File: src/rtl/kwd_pkg.sv
package kwd_pkg;

    localparam int CNT_W     = 6;
    localparam int OFS_CTRL  = 'h10;
    localparam int OFS_CFG   = 'h14;
    localparam int OFS_MODE  = 'h18;
    localparam logic [11:0] KEY_VAL = 12'hA57;
    localparam logic [12:0] RELOAD_WORD = {KEY_VAL, 1'b1};
    localparam int STAT_BIT  = 4;
    localparam int CODE_LSB  = 4;
    localparam logic [1:0] ACT_RESET = 2'b01;

    typedef enum logic [1:0] {
        ST_OFF = 2'd0,
        ST_RUN = 2'd1,
        ST_RST = 2'd2
    } wd_state_t;

    function automatic logic [CNT_W-1:0] ticks_for(input logic [3:0] code);
        logic [CNT_W-1:0] t;
        if (code == 4'd0)
            t = 6'd1;
        else if (code <= 4'd6)
            t = {1'b0, code, 1'b0};
        else if (code <= 4'd10)
            t = {code - 4'd3, 2'b00};
        else
            t = 6'd32;
        return t;
    endfunction

endpackage

File: src/rtl/kwd_regs.sv
module kwd_regs
    import kwd_pkg::*;
#(
    parameter int ADDR_W = 8,
    parameter int DATA_W = 32
) (
    input  logic              clk,
    input  logic              rst_n,
    input  logic              wen,
    input  logic [ADDR_W-1:0] addr,
    input  logic [DATA_W-1:0] wdata,
    input  logic              irq_set,
    output logic [DATA_W-1:0] rdata,
    output logic [1:0]        act,
    output logic              stat,
    output logic              mode_en,
    output logic [3:0]        code,
    output logic              mode_wr,
    output logic              reload_hit
);

    localparam logic [ADDR_W-1:0] A_CTRL = ADDR_W'(OFS_CTRL);
    localparam logic [ADDR_W-1:0] A_CFG  = ADDR_W'(OFS_CFG);
    localparam logic [ADDR_W-1:0] A_MODE = ADDR_W'(OFS_MODE);

    logic cfg_wr;
    logic unused_hi;

    assign unused_hi = ^wdata[DATA_W-1:13];

    always_comb begin
        cfg_wr     = wen && (addr == A_CFG);
        mode_wr    = wen && (addr == A_MODE);
        reload_hit = wen && (addr == A_CTRL) && (wdata[12:0] == RELOAD_WORD);
    end

    always_ff @(posedge clk or negedge rst_n) begin
        if (!rst_n) begin
            act     <= 2'b00;
            stat    <= 1'b0;
            mode_en <= 1'b0;
            code    <= 4'd0;
        end else begin
            if (cfg_wr)
                act <= wdata[1:0];
            if (irq_set)
                stat <= 1'b1;
            else if (cfg_wr && wdata[STAT_BIT])
                stat <= 1'b0;
            if (mode_wr) begin
                mode_en <= wdata[0];
                code    <= wdata[CODE_LSB +: 4];
            end
        end
    end

    always_comb begin
        rdata = '0;
        if (addr == A_CFG) begin
            rdata[1:0]      = act;
            rdata[STAT_BIT] = stat;
        end else if (addr == A_MODE) begin
            rdata[0]             = mode_en;
            rdata[CODE_LSB +: 4] = code;
        end
    end

endmodule

File: src/rtl/kwd_tick.sv
module kwd_tick #(
    parameter int TICK_CLKS = 4
) (
    input  logic clk,
    input  logic rst_n,
    input  logic run,
    input  logic clr,
    output logic tick
);

    localparam int PW = (TICK_CLKS > 1) ? $clog2(TICK_CLKS) : 1;
    localparam logic [PW-1:0] LAST = PW'(TICK_CLKS - 1);

    logic [PW-1:0] pre;

    assign tick = run && !clr && (pre == LAST);

    always_ff @(posedge clk or negedge rst_n) begin
        if (!rst_n)
            pre <= '0;
        else if (clr || tick)
            pre <= '0;
        else if (run)
            pre <= pre + 1'b1;
    end

endmodule

File: src/rtl/kwd_fsm.sv
module kwd_fsm
    import kwd_pkg::*;
#(
    parameter int RST_CLKS = 4
) (
    input  logic             clk,
    input  logic             rst_n,
    input  logic             mode_wr,
    input  logic             wr_en_bit,
    input  logic [3:0]       wr_code,
    input  logic [3:0]       code_q,
    input  logic             mode_en,
    input  logic             reload_hit,
    input  logic [1:0]       act,
    input  logic             tick,
    output wd_state_t        st,
    output logic [CNT_W-1:0] cnt,
    output logic             rst_req,
    output logic             irq_set,
    output logic             pre_clr,
    output logic             pre_run
);

    localparam int PC_W = (RST_CLKS > 1) ? $clog2(RST_CLKS) : 1;
    localparam logic [PC_W-1:0] PC_LAST = PC_W'(RST_CLKS - 1);

    wd_state_t       nxt;
    logic [PC_W-1:0] pc;
    logic            expire;
    logic            start;
    logic            stop;

    assign expire = (st == ST_RUN) && tick && (cnt == 6'd1);
    assign start  = mode_wr && wr_en_bit;
    assign stop   = mode_wr && !wr_en_bit;

    always_comb begin
        nxt = st;
        unique case (st)
            ST_OFF: if (start) nxt = ST_RUN;
            ST_RUN: begin
                if (stop)
                    nxt = ST_OFF;
                else if (expire && act == ACT_RESET)
                    nxt = ST_RST;
            end
            ST_RST: begin
                if (stop)
                    nxt = ST_OFF;
                else if (pc == PC_LAST)
                    nxt = mode_en ? ST_RUN : ST_OFF;
            end
            default: nxt = ST_OFF;
        endcase
    end

    always_ff @(posedge clk or negedge rst_n) begin
        if (!rst_n)
            st <= ST_OFF;
        else
            st <= nxt;
    end

    always_ff @(posedge clk or negedge rst_n) begin
        if (!rst_n) begin
            cnt <= '0;
            pc  <= '0;
        end else begin
            pc <= (st == ST_RST && nxt == ST_RST) ? pc + 1'b1 : '0;
            if (st == ST_OFF && start)
                cnt <= ticks_for(wr_code);
            else if (st == ST_RUN && !stop) begin
                if (reload_hit)
                    cnt <= ticks_for(code_q);
                else if (tick)
                    cnt <= (cnt == 6'd1) ? ticks_for(code_q) : cnt - 1'b1;
            end
        end
    end

    always_comb begin
        rst_req = (st == ST_RST);
        irq_set = expire && (act != ACT_RESET);
        pre_run = (st == ST_RUN);
        pre_clr = (st == ST_OFF && start) || (st == ST_RUN && reload_hit);
    end

endmodule

File: src/rtl/kwd_top.sv
module kwd_top
    import kwd_pkg::*;
#(
    parameter int ADDR_W    = 8,
    parameter int DATA_W    = 32,
    parameter int TICK_CLKS = 16,
    parameter int RST_CLKS  = 4
) (
    input  logic              clk,
    input  logic              rst_n,
    input  logic              bus_wen,
    input  logic [ADDR_W-1:0] bus_addr,
    input  logic [DATA_W-1:0] bus_wdata,
    output logic [DATA_W-1:0] bus_rdata,
    output logic              irq,
    output logic              rst_req
);

    logic [1:0]       act_w;
    logic             stat_w;
    logic             en_w;
    logic [3:0]       code_w;
    logic             mode_wr_w;
    logic             reload_w;
    logic             irq_set_w;
    logic             tick_w;
    logic             pre_clr_w;
    logic             pre_run_w;
    wd_state_t        st_w;
    logic [CNT_W-1:0] cnt_w;

    kwd_regs #(.ADDR_W(ADDR_W), .DATA_W(DATA_W)) u_regs (
        .clk        (clk),
        .rst_n      (rst_n),
        .wen        (bus_wen),
        .addr       (bus_addr),
        .wdata      (bus_wdata),
        .irq_set    (irq_set_w),
        .rdata      (bus_rdata),
        .act        (act_w),
        .stat       (stat_w),
        .mode_en    (en_w),
        .code       (code_w),
        .mode_wr    (mode_wr_w),
        .reload_hit (reload_w)
    );

    kwd_tick #(.TICK_CLKS(TICK_CLKS)) u_tick (
        .clk   (clk),
        .rst_n (rst_n),
        .run   (pre_run_w),
        .clr   (pre_clr_w),
        .tick  (tick_w)
    );

    kwd_fsm #(.RST_CLKS(RST_CLKS)) u_fsm (
        .clk        (clk),
        .rst_n      (rst_n),
        .mode_wr    (mode_wr_w),
        .wr_en_bit  (bus_wdata[0]),
        .wr_code    (bus_wdata[CODE_LSB +: 4]),
        .code_q     (code_w),
        .mode_en    (en_w),
        .reload_hit (reload_w),
        .act        (act_w),
        .tick       (tick_w),
        .st         (st_w),
        .cnt        (cnt_w),
        .rst_req    (rst_req),
        .irq_set    (irq_set_w),
        .pre_clr    (pre_clr_w),
        .pre_run    (pre_run_w)
    );

    assign irq = stat_w;

endmodule

File: config.mk
export PLATFORM = sky130hd
export DESIGN_NAME = kwd_top
export DESIGN_NICKNAME = d
export VERILOG_FILES = /design/src/rtl/kwd_pkg.sv /design/src/rtl/kwd_regs.sv /design/src/rtl/kwd_tick.sv /design/src/rtl/kwd_fsm.sv /design/src/rtl/kwd_top.sv
export SDC_FILE = /design/constraint.sdc
export NUM_CORES = 1
export LEC_CHECK = 0
export CORE_ASPECT_RATIO = 0.8
export CORE_MARGIN = 10
export CORE_UTILIZATION = 55
export DETAILED_ROUTE_END_ITERATION = 8
export DONT_BUFFER_PORTS = 1
export GPL_TIMING_DRIVEN = 0
export HOLD_SLACK_MARGIN = 0.02
export PLACE_DENSITY = 0.7
export SLEW_MARGIN = 5
export SYNTH_ARGS = -nofsm -noshare
export SYNTH_HDL_FRONTEND = slang
export SYNTH_SLANG_ARGS = --single-unit
File: constraint.sdc
create_clock -name clk -period 2.7 [get_ports clk]
set_input_delay 0.27 -clock clk [delete_from_list [all_inputs] [get_ports clk]]
set_output_delay 0.27 -clock clk [all_outputs]
set_load 0.02 [all_outputs]
==> results by group <==
Detailed routing
  • Avg Vias per Cell: 5.78
  • Starting DRT DRC Count: roughly 180
  • WL/cell: 15.8 um
  • Total wire length: between 4 and 5 mm
  • Post-route ant nets: 0
  • DRC viols: 0
  • Via count: approximately 1700
  • Drt pass-1 iters: 4

Critical path
  • Slowest cell delay on critical path: ~0.35 ns
  • Worst EP arrival: about 2.3 ns
  • Element type at the critical path end: flop
  • Required time worst endpoint: ~2.9 ns
  • CP max-delay cell: dfrtp_1
  • Crit path launch type: flop
  • Max FO, Critical Path: 8
  • Kind of critical path: reg2reg
  • CP bufs+invs: 2
  • Cell family with most CP delay: compound AO/OA/AOI/OAI gates
  • Crit-path cells: clkbuf_1 > inv_1 > ha_1 > nand2b_1 > o2111ai_1 > and3_1 > a211o_1 > a222oi_1

Pwr
  • Pwr dens: 563 mW/mm2
  • Leakage power: 0.00101 uW
  • Max VDD drop: 0.000481 V

Floorplan
  • Number of I/O pins: 77
  • Full die area: 0.00633 mm2
  • Die Width: 86.5 um
  • Initial core utilization: 0.568
  • Die Span Y: between 70 and 80 um
  • Core area: about 0.0034 mm2
  • Row Count: 19

Clock tree
  • Clk pin slew, worst setup/hold paths: roughly 0.080 ns
  • Sink Count: 22
  • CTS Root Cell: clkbuf_8
  • CTS H-Tree Depth: 1
  • Setup Fix Bufs, Post-CTS: 0
  • Clock Latency Late Sink: 0.27 ns
  • Maximum root-to-sink buffer count: 2
  • TritonCTS buffer count: 3
  • TritonCTS clock tree: built

STA
  • Final worst path period need: 2.15 ns
  • Fmax: approximately 460 MHz
  • Hold slack final: roughly 0.15 ns
  • Clk_skew: between 0.003 and 0.004 ns
  • Hold Fails Final Rpt: 0
  • Endpoints failing setup: 0
  • RSZ-0062 raised after global routing: false
  • Fin. max-slew vios: 0
  • Max_slew headroom: 0.341
  • Slew @ Worst Pin: 0.985 ns
  • Setup TNS: 0 ns
  • Fin crit share: 0.797

Layout
  • Fill cells: 330
  • Layout area overhead: 11.7%
  • Share of cells above drive strength 1: 0.175
  • Fin nets: 311
  • Final core occ: 0.634
  • Antenna fix cells: 0

Synth
  • Synth area leaders: dfrtp_1 (28%), buf_4 (10%), ha_1 (6.4%)
  • Yosys cell types: 54
  • Async set-reset flop share out of synthesis: 1.00
  • Synth Instances: between 200 and 250
  • Post-synth EDFFs: 0
  • Avg Cell Area, Syn: between 8 and 9 um2
  • Cell taking the most area after synthesis: dfrtp_1
  • Primary FF master, synth: dfrtp_1
  • Share of the synthesized area in the top cell type: 0.283
  • Synthesized area: roughly 0.002 mm2
  • Synth cell count leaders: buf_4 (27), dfrtp_1 (22), nand2_1 (16)
  • Yosys warning count: 0
  • Seq/Total Area, Yosys: 0.283
  • Yosys reg bits: 22
  • Count leader, synth: buf_4

Placement
  • HPWL Detailed: between 3 and 4 mm
  • Final Wtd Congestion: slightly below 1
  • IO buf count: 0

Outcome
  • Run status: finished, final reports clean

Min path
  • Hold Path Class: in2reg

Global route
  • Vias in the first global route: 1547
  • Antenna violations before repair: 0
  • GRT Resource Usage Total: 0.147
  • Grt ovf: 0
  • First-pass GRT wire length: approximately 7.7 mm
  • Largest net degree at the start of global routing: 23

Job
  • Max_cap viols: 0
==> metrics by stage <==
| step | std cells | cell area, um2 | total power (uW) | setup WS [ns] |
|---|---|---|---|---|
| 4_1_cts | 299 | 2170 | 1220 | 0.541 |
| 2_1_floorplan | 252 | 2040 | 824 | 0.875 |
| 6_report | 299 | 2170 | 1220 | 0.547 |
| 5_1_grt | 299 | 2170 | 1300 | 0.380 |
| 3_3_place_gp | 294 | 2090 | 901 | 0.588 |
| 3_5_place_dp | 294 | 2090 | 900 | 0.550 |
==> flip-flops by register name, summed over array words and instances, names as in the netlist <==
register,cells
u_fsm.cnt,6
u_regs.code,4
u_tick.pre,4
u_fsm.pc,2
u_fsm.st,2
u_regs.act,2
u_regs.mode_en,1
u_regs.stat,1
==> worst paths after layout <==
kind / start / end / slack, ns / cells past startpoint
setup / recovery: u_regs.code[0] / u_fsm.cnt[1] / 0.55 / 8
hold / removal: bus_wdata[0] / u_regs.mode_en / 0.15 / 1
setup reg to reg: u_regs.code[0] / u_fsm.cnt[1] / 0.55 / 8
hold reg to reg: u_fsm.pc[0] / u_fsm.pc[0] / 0.44 / 1
max in group asynchronous: rst_n / u_fsm.cnt[5] / 1.50 / 1
min in group asynchronous: rst_n / u_regs.act[1] / 0.60 / 1
==> worst register-to-register path, stage by stage (launching register included) <==
cell,delay [ns]
dfrtp_1,0.35
clkbuf_1,0.31
inv_1,0.14
ha_1,0.21
nand2b_1,0.10
o2111ai_1,0.13
and3_1,0.22
a211o_1,0.28
a222oi_1,0.31
==> per-layer routing <==
| metal | track usage | part of all wire | wire, um | vias to the layer above |
|---|---|---|---|---|
| met5 | 0 | 0 | 0 | - |
| met4 | 0.0377 | 0.0085 | 40 | 0 |
| met3 | 0.0636 | 0.097 | 459 | 7 |
| met2 | 0.229 | 0.46 | 2170 | 65 |
| met1 | 0.181 | 0.43 | 2040 | 798 |
| li1 | - | - | - | 857 |
==> final cells by class <==
type	count	area [um2]	share of cell area
multi-input cells	188	1220	0.561
flip-flops and latches	22	551	0.254
clock inverters	1	30.0	0.0138
well taps	42	52.6	0.0242
repair buffers	1	10.0	0.00461
clock buffers	3	41.3	0.0190
inverters	11	41.3	0.0190
plain buffers	31	226	0.104
==> layout by cell type, fill, tap and decap left out, types with 5 or more instances in the layout <==
cell and n:
nor2b_1 11, nor2_1 7, nand3_1 8, a211oi_1 5
ha_1 10, conb_1 26, and3_1 8, nand2_1 16
dfrtp_1 22, buf_4 27, mux2_2 5, a21oi_1 14
inv_1 11, nand2b_1 5, o21ai_0 10, o211ai_1 6
==> cell families after synthesis <==
| family | share of synthesized area |
|---|---|
| muxes | 0.0290 |
| AOI/OAI and AO/OA | 0.218 |
| and+or+nand+nor | 0.256 |
| xor gates and xnor gates | 0.00902 |
| adders and majority gates | 0.0644 |
| DFF | 0.283 |
| buffers and inverters | 0.138 |
| other | 0.00193 |
==> report_power, final <==
| group | leakage [uW] | switching [uW] | internal (uW) |
|---|---|---|---|
| Combinational | 0.000698 | 235 | 194 |
| Sequential | 0.000278 | 74.4 | 407 |
| Clock | 0.0000357 | 114 | 198 |
==> timing repair <==
item	4_1_cts	5_1_grt
hold endpoints to repair	22	0
resized for setup	0	0
hold buffers	1	0
Note: power is estimated with default switching activity, not from simulation.
